File: config.mk
export PLATFORM = sky130hd
export DESIGN_NAME = fpx_exc_ctl
export DESIGN_NICKNAME = d
export VERILOG_FILES = /design/src/rtl/fpx_pkg.sv /design/src/rtl/fpx_cw_reg.sv /design/src/rtl/fpx_flag_acc.sv /design/src/rtl/fpx_irq_gen.sv /design/src/rtl/fpx_exc_ctl.sv
export SDC_FILE = /design/constraint.sdc
export NUM_CORES = 1
export LEC_CHECK = 0
export BUFFER_PORTS_ARGS = -buffer_cell sky130_fd_sc_hd__buf_4
export CAP_MARGIN = 20
export CORE_UTILIZATION = 44
export CTS_CLUSTER_SIZE = 14
export DETAILED_ROUTE_END_ITERATION = 8
export GPL_TIMING_DRIVEN = 0
export PLACE_DENSITY = 0.8
export SLEW_MARGIN = 0
export SYNTH_ARGS = -nofsm -noshare
export SYNTH_HDL_FRONTEND = slang
export SYNTH_SLANG_ARGS = --single-unit
File: constraint.sdc
create_clock -name clk -period 4.1 [get_ports clk]
set_clock_uncertainty 0.2 [all_clocks]
set_input_delay 1.025 -clock clk [delete_from_list [all_inputs] [get_ports clk]]
set_output_delay 1.025 -clock clk [all_outputs]
set_load 0.05 [all_outputs]
File: src/rtl/fpx_pkg.sv
package fpx_pkg;
    localparam int EXC_N = 6;
    localparam int CW_W = 16;
    localparam int SW_EXC_W = EXC_N + 2;
    localparam int RC_LSB = 10;
    localparam logic [CW_W-1:0] CW_RESET = 16'h037F;

    typedef enum logic [1:0] {
        RC_NEAREST = 2'd0,
        RC_DOWN    = 2'd1,
        RC_UP      = 2'd2,
        RC_TRUNC   = 2'd3
    } rc_e;

    typedef struct packed {
        logic             ir;
        logic             sf;
        logic [EXC_N-1:0] flg;
    } exc_state_t;

    function automatic rc_e rc_field(input logic [CW_W-1:0] cw);
        return rc_e'(cw[RC_LSB +: 2]);
    endfunction

    function automatic logic pending_unmasked(input logic [EXC_N-1:0] flg,
                                              input logic [EXC_N-1:0] msk);
        return |(flg & ~msk);
    endfunction
endpackage

File: src/rtl/fpx_cw_reg.sv
module fpx_cw_reg
    import fpx_pkg::*;
(
    input  logic            clk,
    input  logic            rst,
    input  logic            init_i,
    input  logic            wr_i,
    input  logic [CW_W-1:0] data_i,
    output logic [CW_W-1:0] cw_o
);
    always_ff @(posedge clk) begin
        if (rst || init_i)
            cw_o <= CW_RESET;
        else if (wr_i)
            cw_o <= data_i;
    end
endmodule

File: src/rtl/fpx_flag_acc.sv
module fpx_flag_acc
    import fpx_pkg::*;
(
    input  logic             clk,
    input  logic             rst,
    input  logic             init_i,
    input  logic             clr_i,
    input  logic [EXC_N-1:0] exc_i,
    input  logic             sf_i,
    output logic [EXC_N-1:0] flg_o,
    output logic             sf_o
);
    localparam int INV_BIT = 0;

    logic [EXC_N-1:0] hit;

    always_comb begin
        hit = exc_i;
        hit[INV_BIT] = exc_i[INV_BIT] | sf_i;
    end

    always_ff @(posedge clk) begin
        if (rst || init_i || clr_i) begin
            flg_o <= '0;
            sf_o  <= 1'b0;
        end else begin
            flg_o <= flg_o | hit;
            sf_o  <= sf_o | sf_i;
        end
    end
endmodule

File: src/rtl/fpx_irq_gen.sv
module fpx_irq_gen
    import fpx_pkg::*;
(
    input  logic             clk,
    input  logic             rst,
    input  logic             init_i,
    input  logic [EXC_N-1:0] flg_i,
    input  logic [EXC_N-1:0] msk_i,
    output logic             ir_o,
    output logic             req_o
);
    logic ir_prev_q;

    assign ir_o  = pending_unmasked(flg_i, msk_i);
    assign req_o = ir_o & ~ir_prev_q;

    always_ff @(posedge clk) begin
        if (rst || init_i)
            ir_prev_q <= 1'b0;
        else
            ir_prev_q <= ir_o;
    end
endmodule

File: src/rtl/fpx_exc_ctl.sv
module fpx_exc_ctl
    import fpx_pkg::*;
(
    input  logic         clk,
    input  logic         rst,
    input  logic         init_i,
    input  logic         cw_wr_i,
    input  logic [15:0]  cw_data_i,
    input  logic [5:0]   exc_i,
    input  logic         stk_fault_i,
    input  logic         clr_i,
    output logic [15:0]  cw_o,
    output logic [1:0]   rc_o,
    output logic [7:0]   sw_exc_o,
    output logic         ir_o,
    output logic         handler_req_o
);
    logic [CW_W-1:0]  cw;
    logic [EXC_N-1:0] flg;
    logic             sf;
    logic             ir;
    exc_state_t       st;

    fpx_cw_reg u_cw (
        .clk    (clk),
        .rst    (rst),
        .init_i (init_i),
        .wr_i   (cw_wr_i),
        .data_i (cw_data_i),
        .cw_o   (cw)
    );

    fpx_flag_acc u_flags (
        .clk    (clk),
        .rst    (rst),
        .init_i (init_i),
        .clr_i  (clr_i),
        .exc_i  (exc_i),
        .sf_i   (stk_fault_i),
        .flg_o  (flg),
        .sf_o   (sf)
    );

    fpx_irq_gen u_irq (
        .clk    (clk),
        .rst    (rst),
        .init_i (init_i),
        .flg_i  (flg),
        .msk_i  (cw[EXC_N-1:0]),
        .ir_o   (ir),
        .req_o  (handler_req_o)
    );

    always_comb begin
        st.ir  = ir;
        st.sf  = sf;
        st.flg = flg;
    end

    assign cw_o     = cw;
    assign rc_o     = rc_field(cw);
    assign sw_exc_o = st;
    assign ir_o     = ir;
endmodule

==> results.toml, run 1 <==
[yosys]
avgSynthCellArea_um2 = 10.9
synthDominantCellAreaShare = 0.527
yosysWarnings = 0
ys_ff_latch = 24
netlist_area_um2 = 912
postSynthCellCount = 84
synth_top_area_cell = "dfxtp_1"
synth-seq-area-share = 0.527
synthesis.nets = 112
synth_area_leaders = "dfxtp_1 (53%), mux2i_1 (14%), buf_4 (4.9%)"
synthDistinctLibCells = 16

[cts]
cts_root_buffer = "clkbuf_4"
post-cts-setup-buffers = 0
cts_hold_buffers = 0
numCtsBuffers = 3
clk_path_buf_depth = 2
cts_tree = "yes"
clock-sinks = 24
cts-resized-gates = 0
h-tree-depth = 1
path_clk_slew_ns = 0.12
clock_latency_ns = 0.30

[route]
vias_per_cell = 4.64
drtAntennaViolNets = 0
wl_per_cell_um = 11.1
wl_mm = 1.87
drtPass1Iterations = 3
dr.first_iter.drc_count = 3
num_vias = 780
drc = 0

[floorplan]
die_y_um = 47.5
die_w_um = 47.5
start_util = 0.465
dieArea_um2 = 2260
rows = 16
coreArea_um2 = 1960
ioPinCount = 56

[grt]
antenna_found_initial = 0
grt_max_degree = 13
grt_pass1_vias = 656
grt_usage = 0.177
overflow = 0
grt_pass1_wl_mm = 2.67

[setup_path]
path_depth = 5
arrival_ns = 1.63
crit_path_end_kind = "output pin"
startpoint_type = "register"
cp_slowest_cell = "a2111oi_4"
cpPeakStageDelay_ns = 0.39
cp_max_fo = 3
cp.buffers_inverters = 2
rrSetupSlack_ns = 2.79
path_cells = "nor2b_1 -> a2111oi_4 -> nand2_1 -> buf_4 -> buf_4"
path_class = "register to output pin"
r2r_cells = 3
rr_startpoint = "u_flags.flg_o[2]"
required_ns = 2.87
cp_top_family = "compound AO/OA/AOI/OAI gates"
critPathMostFrequentCell = "buf_4"
cp-startpoint = "u_flags.flg_o[2]"
r2r-end = "u_irq.ir_prev_q"
crit_end = "sw_exc_o[7]"

[place]
post-place-ws_ns = 1.59
portBuffers = 54
place.gp.congestion = 0.689
hpwl_mm = 1.51

[run]
maxCapViolations = 0

[sta]
fmax_mhz = 351
rsz0062_at_grt = "no"
hold_violations = 0
worstMarginPinSlew_ns = 0.568
fin_crit_ns = 2.85
final-setup-viol-count = 0
relSlewSlack = 0.620
drv_slew = 0
setup_ws_ns = 1.25
timing.final.crit_share = 0.695
fin_tns_setup_ns = 0

[power]
comb_power_share = 0.214
pwr-share-clk = 0.222
switchingPower_mw = 0.120
p_per_area_nw_per_um2 = 317
peakVddDrop_uv = 231
switching_share = 0.276
p_int_mw = 0.315
seq_power_share = 0.564
leakage_nw = 0.695

[status]
outcome = "finished, final reports clean"

[worst_hold_path]
hold_path_class = "register to register"

[finish]
areaGrowthSynthToFinish_pct = 50.6
drive_gt1_frac = 0.468
fin_nets = 171
num_antenna_cells = 0
cells by family (layout without fill, tap and decap cells):
family	Yosys count	in the layout	share of synthesized area
compound gates	14	14	0.133
flops	24	24	0.527
buf+inv	10	67	0.0741
simple gates	23	23	0.123
mux	13	13	0.143
power by group through the flow:
stage          Clock (mW)  Sequential [mW]  Combinational [mW]
6_report           0.0966            0.246              0.0934
5_1_grt             0.111            0.247              0.0999
4_1_cts             0.101            0.246              0.0943
3_5_place_dp            0            0.251              0.0942
3_3_place_gp            0            0.251              0.0924
2_1_floorplan           0            0.276              0.0312
per-layer routing:
layer,part of all wire,global-route usage
met1,0.39,0.191
met2,0.49,0.310
met3,0.10,0.0491
met4,0.019,0.100
met5,0,0
synth_stat cells:
master / instances
a21oi_1: 2
buf_6: 1
inv_1: 3
nor2b_1: 3
a2111oi_4: 1
o211ai_1: 3
o21a_1: 6
mux2i_1: 13
buf_4: 6
nand2_1: 10
dfxtp_1: 24
o31a_1: 1
or2_1: 1
nor2_1: 8
a22oi_1: 1
nor2_8: 1
worst register-to-register path: cells and delay by family, from the launching register on:
family	cells	cell delay, ns
AND/OR/NAND/NOR	1	0.16
AO/OA/AOI/OAI	2	0.50
flip-flops	1	0.34
layout by cell type (no fill, tap or decap), types with 2 or more instances in the layout:
cell type	netlist	final
a21oi_1	2	2
inv_1	3	3
buf_4	6	60
o211ai_1	3	3
nor2_1	8	8
nand2_1	10	10
dfxtp_1	24	24
mux2i_1	13	13
nor2b_1	3	3
clkbuf_4	0	3
o21a_1	6	6
registers in the layout (all words and copies together) (netlist names):
name,count
u_flags.sf_o,1
u_irq.ir_prev_q,1
u_cw.cw_o,16
u_flags.flg_o,6
cell type report:
cell class	instances	area [um2]
flip-flops and latches	24	480
inverters	3	11.3
multi-input cells	50	364
well taps	27	33.8
plain buffers	7	56.3
clock buffers	3	22.5
repair buffers	54	405
fillers	165	588
stage by stage:
step                      area [um2]  power, mW  cells  hold slack, ns   util
after global routing            1370      0.458    168           0.297  0.700
after CTS                       1370      0.441    168           0.280  0.700
final                           1370      0.436    168           0.273  0.700
after global placement          1350      0.343    165           0.237  0.689
after floorplan                  912      0.307     84           0.229      -
after detailed placement        1350      0.345    165           0.247  0.689
worst min-delay path by stage:
stage | from | end | cells after the start
5_1_grt | u_flags.sf_o | u_flags.sf_o | 1
3_3_place_gp | u_flags.sf_o | u_flags.sf_o | 1
2_1_floorplan | u_flags.sf_o | u_flags.sf_o | 1
6_report | u_flags.sf_o | u_flags.sf_o | 1
3_5_place_dp | u_flags.sf_o | u_flags.sf_o | 1
4_1_cts | u_flags.sf_o | u_flags.sf_o | 1
(Power assumes the default switching activity.)
==> run 2, diff against run 1 <==
- CORE_UTILIZATION: 44 -> 37
- PLACE_DENSITY: 0.8 -> 0.71
- clock period: 4.1 -> 2.6 ns (I/O delays scaled with it)
==> run 2 against run 1 <==
Clock power rose by 95%. Via count down 0.64%. Wire length rose by 3.3%. Sequential share of layout area shrank 0.35 points. Clock-buffer cell count increased by 1. Register-to-register slack got worse by 1.5 ns. Final area increased by 1.5%. Power increased by 66%. Final cell count rose by 1.2%. Non-clock buffer count unchanged. Critical path depth did not move. Critical path type unchanged. Highest routed layer is now met3.
==> results.toml, run 2 (same netlist as run 1, synthesis figures left out) <==
[status]
outcome = "finished, final reports clean"

[route]
drtAntennaViolNets = 0
drtPass1Iterations = 4
drc = 0
wl_mm = 1.93
wl_per_cell_um = 11.4
num_vias = 775
dr.first_iter.drc_count = 3
vias_per_cell = 4.56

[cts]
cts_tree = "yes"
cts_hold_buffers = 0
h-tree-depth = 1
clock-sinks = 24
path_clk_slew_ns = 0.12
clock_latency_ns = 0.30
numCtsBuffers = 3
cts_root_buffer = "clkbuf_4"
clk_path_buf_depth = 2

[floorplan]
start_util = 0.401
coreArea_um2 = 2280
ioPinCount = 56
dieArea_um2 = 2670
die_w_um = 51.7
rows = 17
die_y_um = 51.7

[setup_path]
cp_slowest_cell = "a2111oi_4"
path_cells = "nor2b_1 -> a2111oi_4 -> nand2_1 -> buf_4 -> buf_6"
cpPeakStageDelay_ns = 0.40
rrSetupSlack_ns = 1.28
cp_max_fo = 3
cp.buffers_inverters = 2
cp-startpoint = "u_flags.flg_o[1]"
rr_startpoint = "u_flags.flg_o[1]"
required_ns = 1.75
startpoint_type = "register"
crit_path_end_kind = "output pin"
arrival_ns = 1.60
r2r-end = "u_irq.ir_prev_q"
path_class = "register to output pin"
cp_top_family = "compound AO/OA/AOI/OAI gates"
r2r_cells = 3

[sta]
final-setup-viol-count = 0
hold_violations = 0
fmax_mhz = 408
drv_slew = 0
relSlewSlack = 0.622
fin_hold_ws_ns = 0.280
timing.final.crit_share = 0.943
rsz0062_at_grt = "no"
worstMarginPinSlew_ns = 0.565
fin_crit_ns = 2.45

[grt]
grt_max_degree = 14
grt_pass1_vias = 709
grt_usage = 0.155
antenna_found_initial = 0
overflow = 0
grt_pass1_wl_mm = 3.07

[finish]
stdcell_area_um2 = 1400
final_cell_mix = "buf_4 (59), dfxtp_1 (22), mux2i_1 (13)"
fin_nets = 171
largestRegisters = "u_cw.cw_o: 16 flops, u_flags.flg_o: 6 flops"
drive_gt1_frac = 0.486
areaGrowthSynthToFinish_pct = 52.9
top_register = "u_cw.cw_o"
final_common_cell = "buf_4"
largest_reg_flops = 16
num_antenna_cells = 0

[place]
hpwl_mm = 1.54
portBuffers = 54
place.gp.congestion = 0.647
place_area_um2 = 1350

[run]
maxCapViolations = 0

[worst_hold_path]
hold_path_class = "register to register"
holdPathStages = 1
whs_endpoint = "u_flags.sf_o"
hp-start = "u_flags.sf_o"

[power]
peakVddDrop_uv = 263
leakage_nw = 0.703
p_per_area_nw_per_um2 = 519
## run 2: changes by cell type in the layout (fill, tap and decap cells not counted)
cell and delta:
clkbuf_8 +1, buf_4 -1, dfxtp_2 +2, dfxtp_1 -2, buf_6 +1
## run 2: metal layers
layer,GRT usage,vias to the layer above,routed length (um)
met5,0,-,0
met4,0.0405,0,0
met3,0.0497,0,165
met2,0.268,37,887
met1,0.182,343,879
li1,-,395,-
## run 2: layout make-up
cell class	instances	area (um2)
Fill cell	210	881
Sequential cell	24	483
Timing Repair Buffer	54	409
Multi-Input combinational cell	50	364
Buffer	7	56.3
Clock buffer	4	36.3
Tap cell	28	35.0
Inverter	3	11.3
## run 2: worst max path at each step
stage / endpoint / cells after the start / slack, ns
floorplan: sw_exc_o[7] / 4 / -0.05
global placement: sw_exc_o[7] / 5 / 0.48
detailed placement: sw_exc_o[7] / 5 / 0.46
CTS: sw_exc_o[7] / 5 / 0.09
global route: sw_exc_o[7] / 5 / 0.01
finish: sw_exc_o[7] / 5 / 0.15
## run 2: repair_timing
action | 4_1_cts | 5_1_grt
setup endpoints to repair | 0 | 1
resized for setup | 0 | 2
setup buffers | 0 | 0
## run 2: power by group
group | leakage (nW) | total (mW) | switching [mW] | internal [mW]
combinational | 0.486 | 0.148 | 0.0836 | 0.0640
sequential | 0.196 | 0.388 | 0.00788 | 0.380
clock | 0.0210 | 0.188 | 0.103 | 0.0854
## run 2: per-stage QoR
stage / power [mW] / util / TNS (ns) / setup WS, ns / instances
after floorplan: 0.484 / - / -0.0992 / -0.0523 / 84
after global placement: 0.542 / 0.595 / 0 / 0.479 / 166
after detailed placement: 0.545 / 0.595 / 0 / 0.458 / 166
after CTS: 0.736 / 0.611 / 0 / 0.0935 / 170
after global routing: 0.763 / 0.613 / 0 / 0.0106 / 170
final: 0.723 / 0.613 / 0 / 0.148 / 170
==> run 3, diff against run 2 <==
- ABC_AREA: not set -> 1
==> run 3 against run 2 <==
Synthesized area fell by 0.27%. Final cell count rose by 17%. Die area down 0.27%. First-iteration DRC count is 67% higher. Wire length up 6.6%. Final area is essentially flat. Maximum frequency up 5.4%. Utilization up 0.52 points. Via count increased by 15%. Sequential power about the same. Critical endpoint unchanged. Largest cell class unchanged. Highest routed layer is now met4.
==> results.toml, run 3 <==
[status]
outcome = "finished, final reports clean"

[setup_path]
path_class = "register to output pin"
startpoint_type = "register"
critPathMostFrequentCell = "nand2_1"
crit_path_end_kind = "output pin"
arrival_ns = 1.48
cp_max_fo = 3
required_ns = 1.75
path_cells = "inv_1 -> nand2_1 -> nand2_1 -> nor2_1 -> nand2_1 -> buf_4 -> buf_4"
cp_top_family = "simple AND/OR/NAND/NOR gates"
cp.buffers_inverters = 3
cp_slowest_cell = "dfxtp_1"
cpPeakStageDelay_ns = 0.36

[grt]
grt_pass1_vias = 752
overflow = 0
grt_usage = 0.159
grt_pass1_wl_mm = 3.17
grt_max_degree = 14
antenna_found_initial = 0

[route]
drtPass1Iterations = 4
drtAntennaViolNets = 0
drc = 0
dr.first_iter.drc_count = 5
vias_per_cell = 4.46
num_vias = 888
wl_per_cell_um = 10.3
wl_mm = 2.06

[cts]
cts_hold_buffers = 0
cts_root_buffer = "clkbuf_4"
h-tree-depth = 1
clock_latency_ns = 0.30
clock-sinks = 24
post-cts-setup-buffers = 0
numCtsBuffers = 3
path_clk_slew_ns = 0.12
clk_path_buf_depth = 2
cts_tree = "yes"
cts-resized-gates = 0

[sta]
hold_violations = 0
drv_slew = 0
final-setup-viol-count = 0
fin_crit_ns = 2.33
rsz0062_at_grt = "no"
fin_hold_ws_ns = 0.278
worstMarginPinSlew_ns = 0.446
timing.final.crit_share = 0.895
fmax_mhz = 430
setup_ws_ns = 0.274
fin_tns_setup_ns = 0
relSlewSlack = 0.703

[power]
leakage_nw = 0.712
p_per_area_nw_per_um2 = 525
totalPowerFinal_mw = 0.732
peakVddDrop_uv = 453

[yosys]
synth_xor_xnor_area_share = 0
netlist_area_um2 = 910
synthAdderAreaFrac = 0
synth_compound_area_frac = 0.0963
synth_area_leaders = "dfxtp_1 (53%), nand2_1 (14%), a21oi_1 (5.0%)"
yosysWarnings = 0
ys_ff_latch = 24
postSynthCellCount = 112
synth-simple-area-share = 0.278
yosysMostFrequentCell = "nand2_1"
avgSynthCellArea_um2 = 8.12
synth_edf_count = 0
synth-seq-area-share = 0.528
ys_top_cells_by_count = "nand2_1 (35), dfxtp_1 (24), a21oi_1 (9)"
synth_top_family_by_area = "simple AND/OR/NAND/NOR gates"
synth_top_area_cell = "dfxtp_1"
ys.flop_type = "dfxtp_1"
synthDistinctLibCells = 17
async_flop_share = 0
muxShareOfSynthArea = 0
synthDominantCellAreaShare = 0.528
synthesis.nets = 140

[place]
dp.cells = 195
place_area_um2 = 1360
portBuffers = 55
hpwl_mm = 1.65
place.gp.congestion = 0.674
post-place-ws_ns = 0.653

[worst_hold_path]
hold_path_class = "register to register"

[floorplan]
start_util = 0.403
dieArea_um2 = 2660
coreArea_um2 = 2250
die_w_um = 51.6
ioPinCount = 56
die_y_um = 51.6
rows = 17

[finish]
drive_gt1_frac = 0.433
areaGrowthSynthToFinish_pct = 53.2
largest_reg_flops = 16
final_cells = 199
stdcell_area_um2 = 1390
final_common_cell = "buf_4"
fin_nets = 200
final_util = 0.618
top_register = "u_cw.cw_o"
final_cell_mix = "buf_4 (59), nand2_1 (35), dfxtp_1 (24)"
num_antenna_cells = 0
largestRegisters = "u_cw.cw_o: 16 flops, u_flags.flg_o: 6 flops"

[run]
maxCapViolations = 0
run 3: cell count changes after synthesis, moves of 2 or more:
cell,change
nand3_1,+4
clkbuf_1,+3
o21a_1,-6
o211ai_1,+2
mux2i_1,-13
a21oi_1,+7
nor2b_1,-3
nor2_2,+7
buf_4,-2
nand2_1,+25
inv_1,+4
run 3: path summary, 6_finish.rpt:
check                      from              end  slack, ns  depth (start not counted)
setup / recovery   u_cw.cw_o[1]      sw_exc_o[7]       0.27                          7
hold / removal    u_cw.cw_o[12]    u_cw.cw_o[12]       0.28                          2
setup reg to reg   u_cw.cw_o[1]  u_irq.ir_prev_q       1.45                          5
hold reg to reg   u_cw.cw_o[12]    u_cw.cw_o[12]       0.28                          2
run 3: cell type report:
| cell class | instances | area (um2) |
|---|---|---|
| buffer | 8 | 52.6 |
| clock buffer | 4 | 36.3 |
| fill | 210 | 861 |
| inverter | 9 | 36.3 |
| multi-input combinational | 71 | 340 |
| sequential | 24 | 480 |
| tap | 28 | 35.0 |
| timing repair buffer | 55 | 413 |
run 3: per-layer routing:
metal	vias to the layer above	track usage	wire length (um)
met5	-	0	0
met4	0	0.0676	19
met3	2	0.0205	97
met2	28	0.284	1080
met1	390	0.189	867
li1	468	-	-
run 3: cell families after synthesis:
family                 Yosys count
AO/OA/AOI/OAI                   15
flip-flops                      24
AND/OR/NAND/NOR                 56
buffers and inverters           17
run 3: worst register-to-register path: stages, from the launching register on:
cell and delay (ns):
dfxtp_1 0.36, inv_1 0.06, nand2_1 0.05, nand2_1 0.05, nor2_1 0.23, a21oi_1 0.10
run 3: power by group:
part	internal, mW	total, mW	switching (mW)
Sequential	0.381	0.388	0.00776
Combinational	0.0611	0.154	0.0933
Clock	0.0854	0.189	0.104
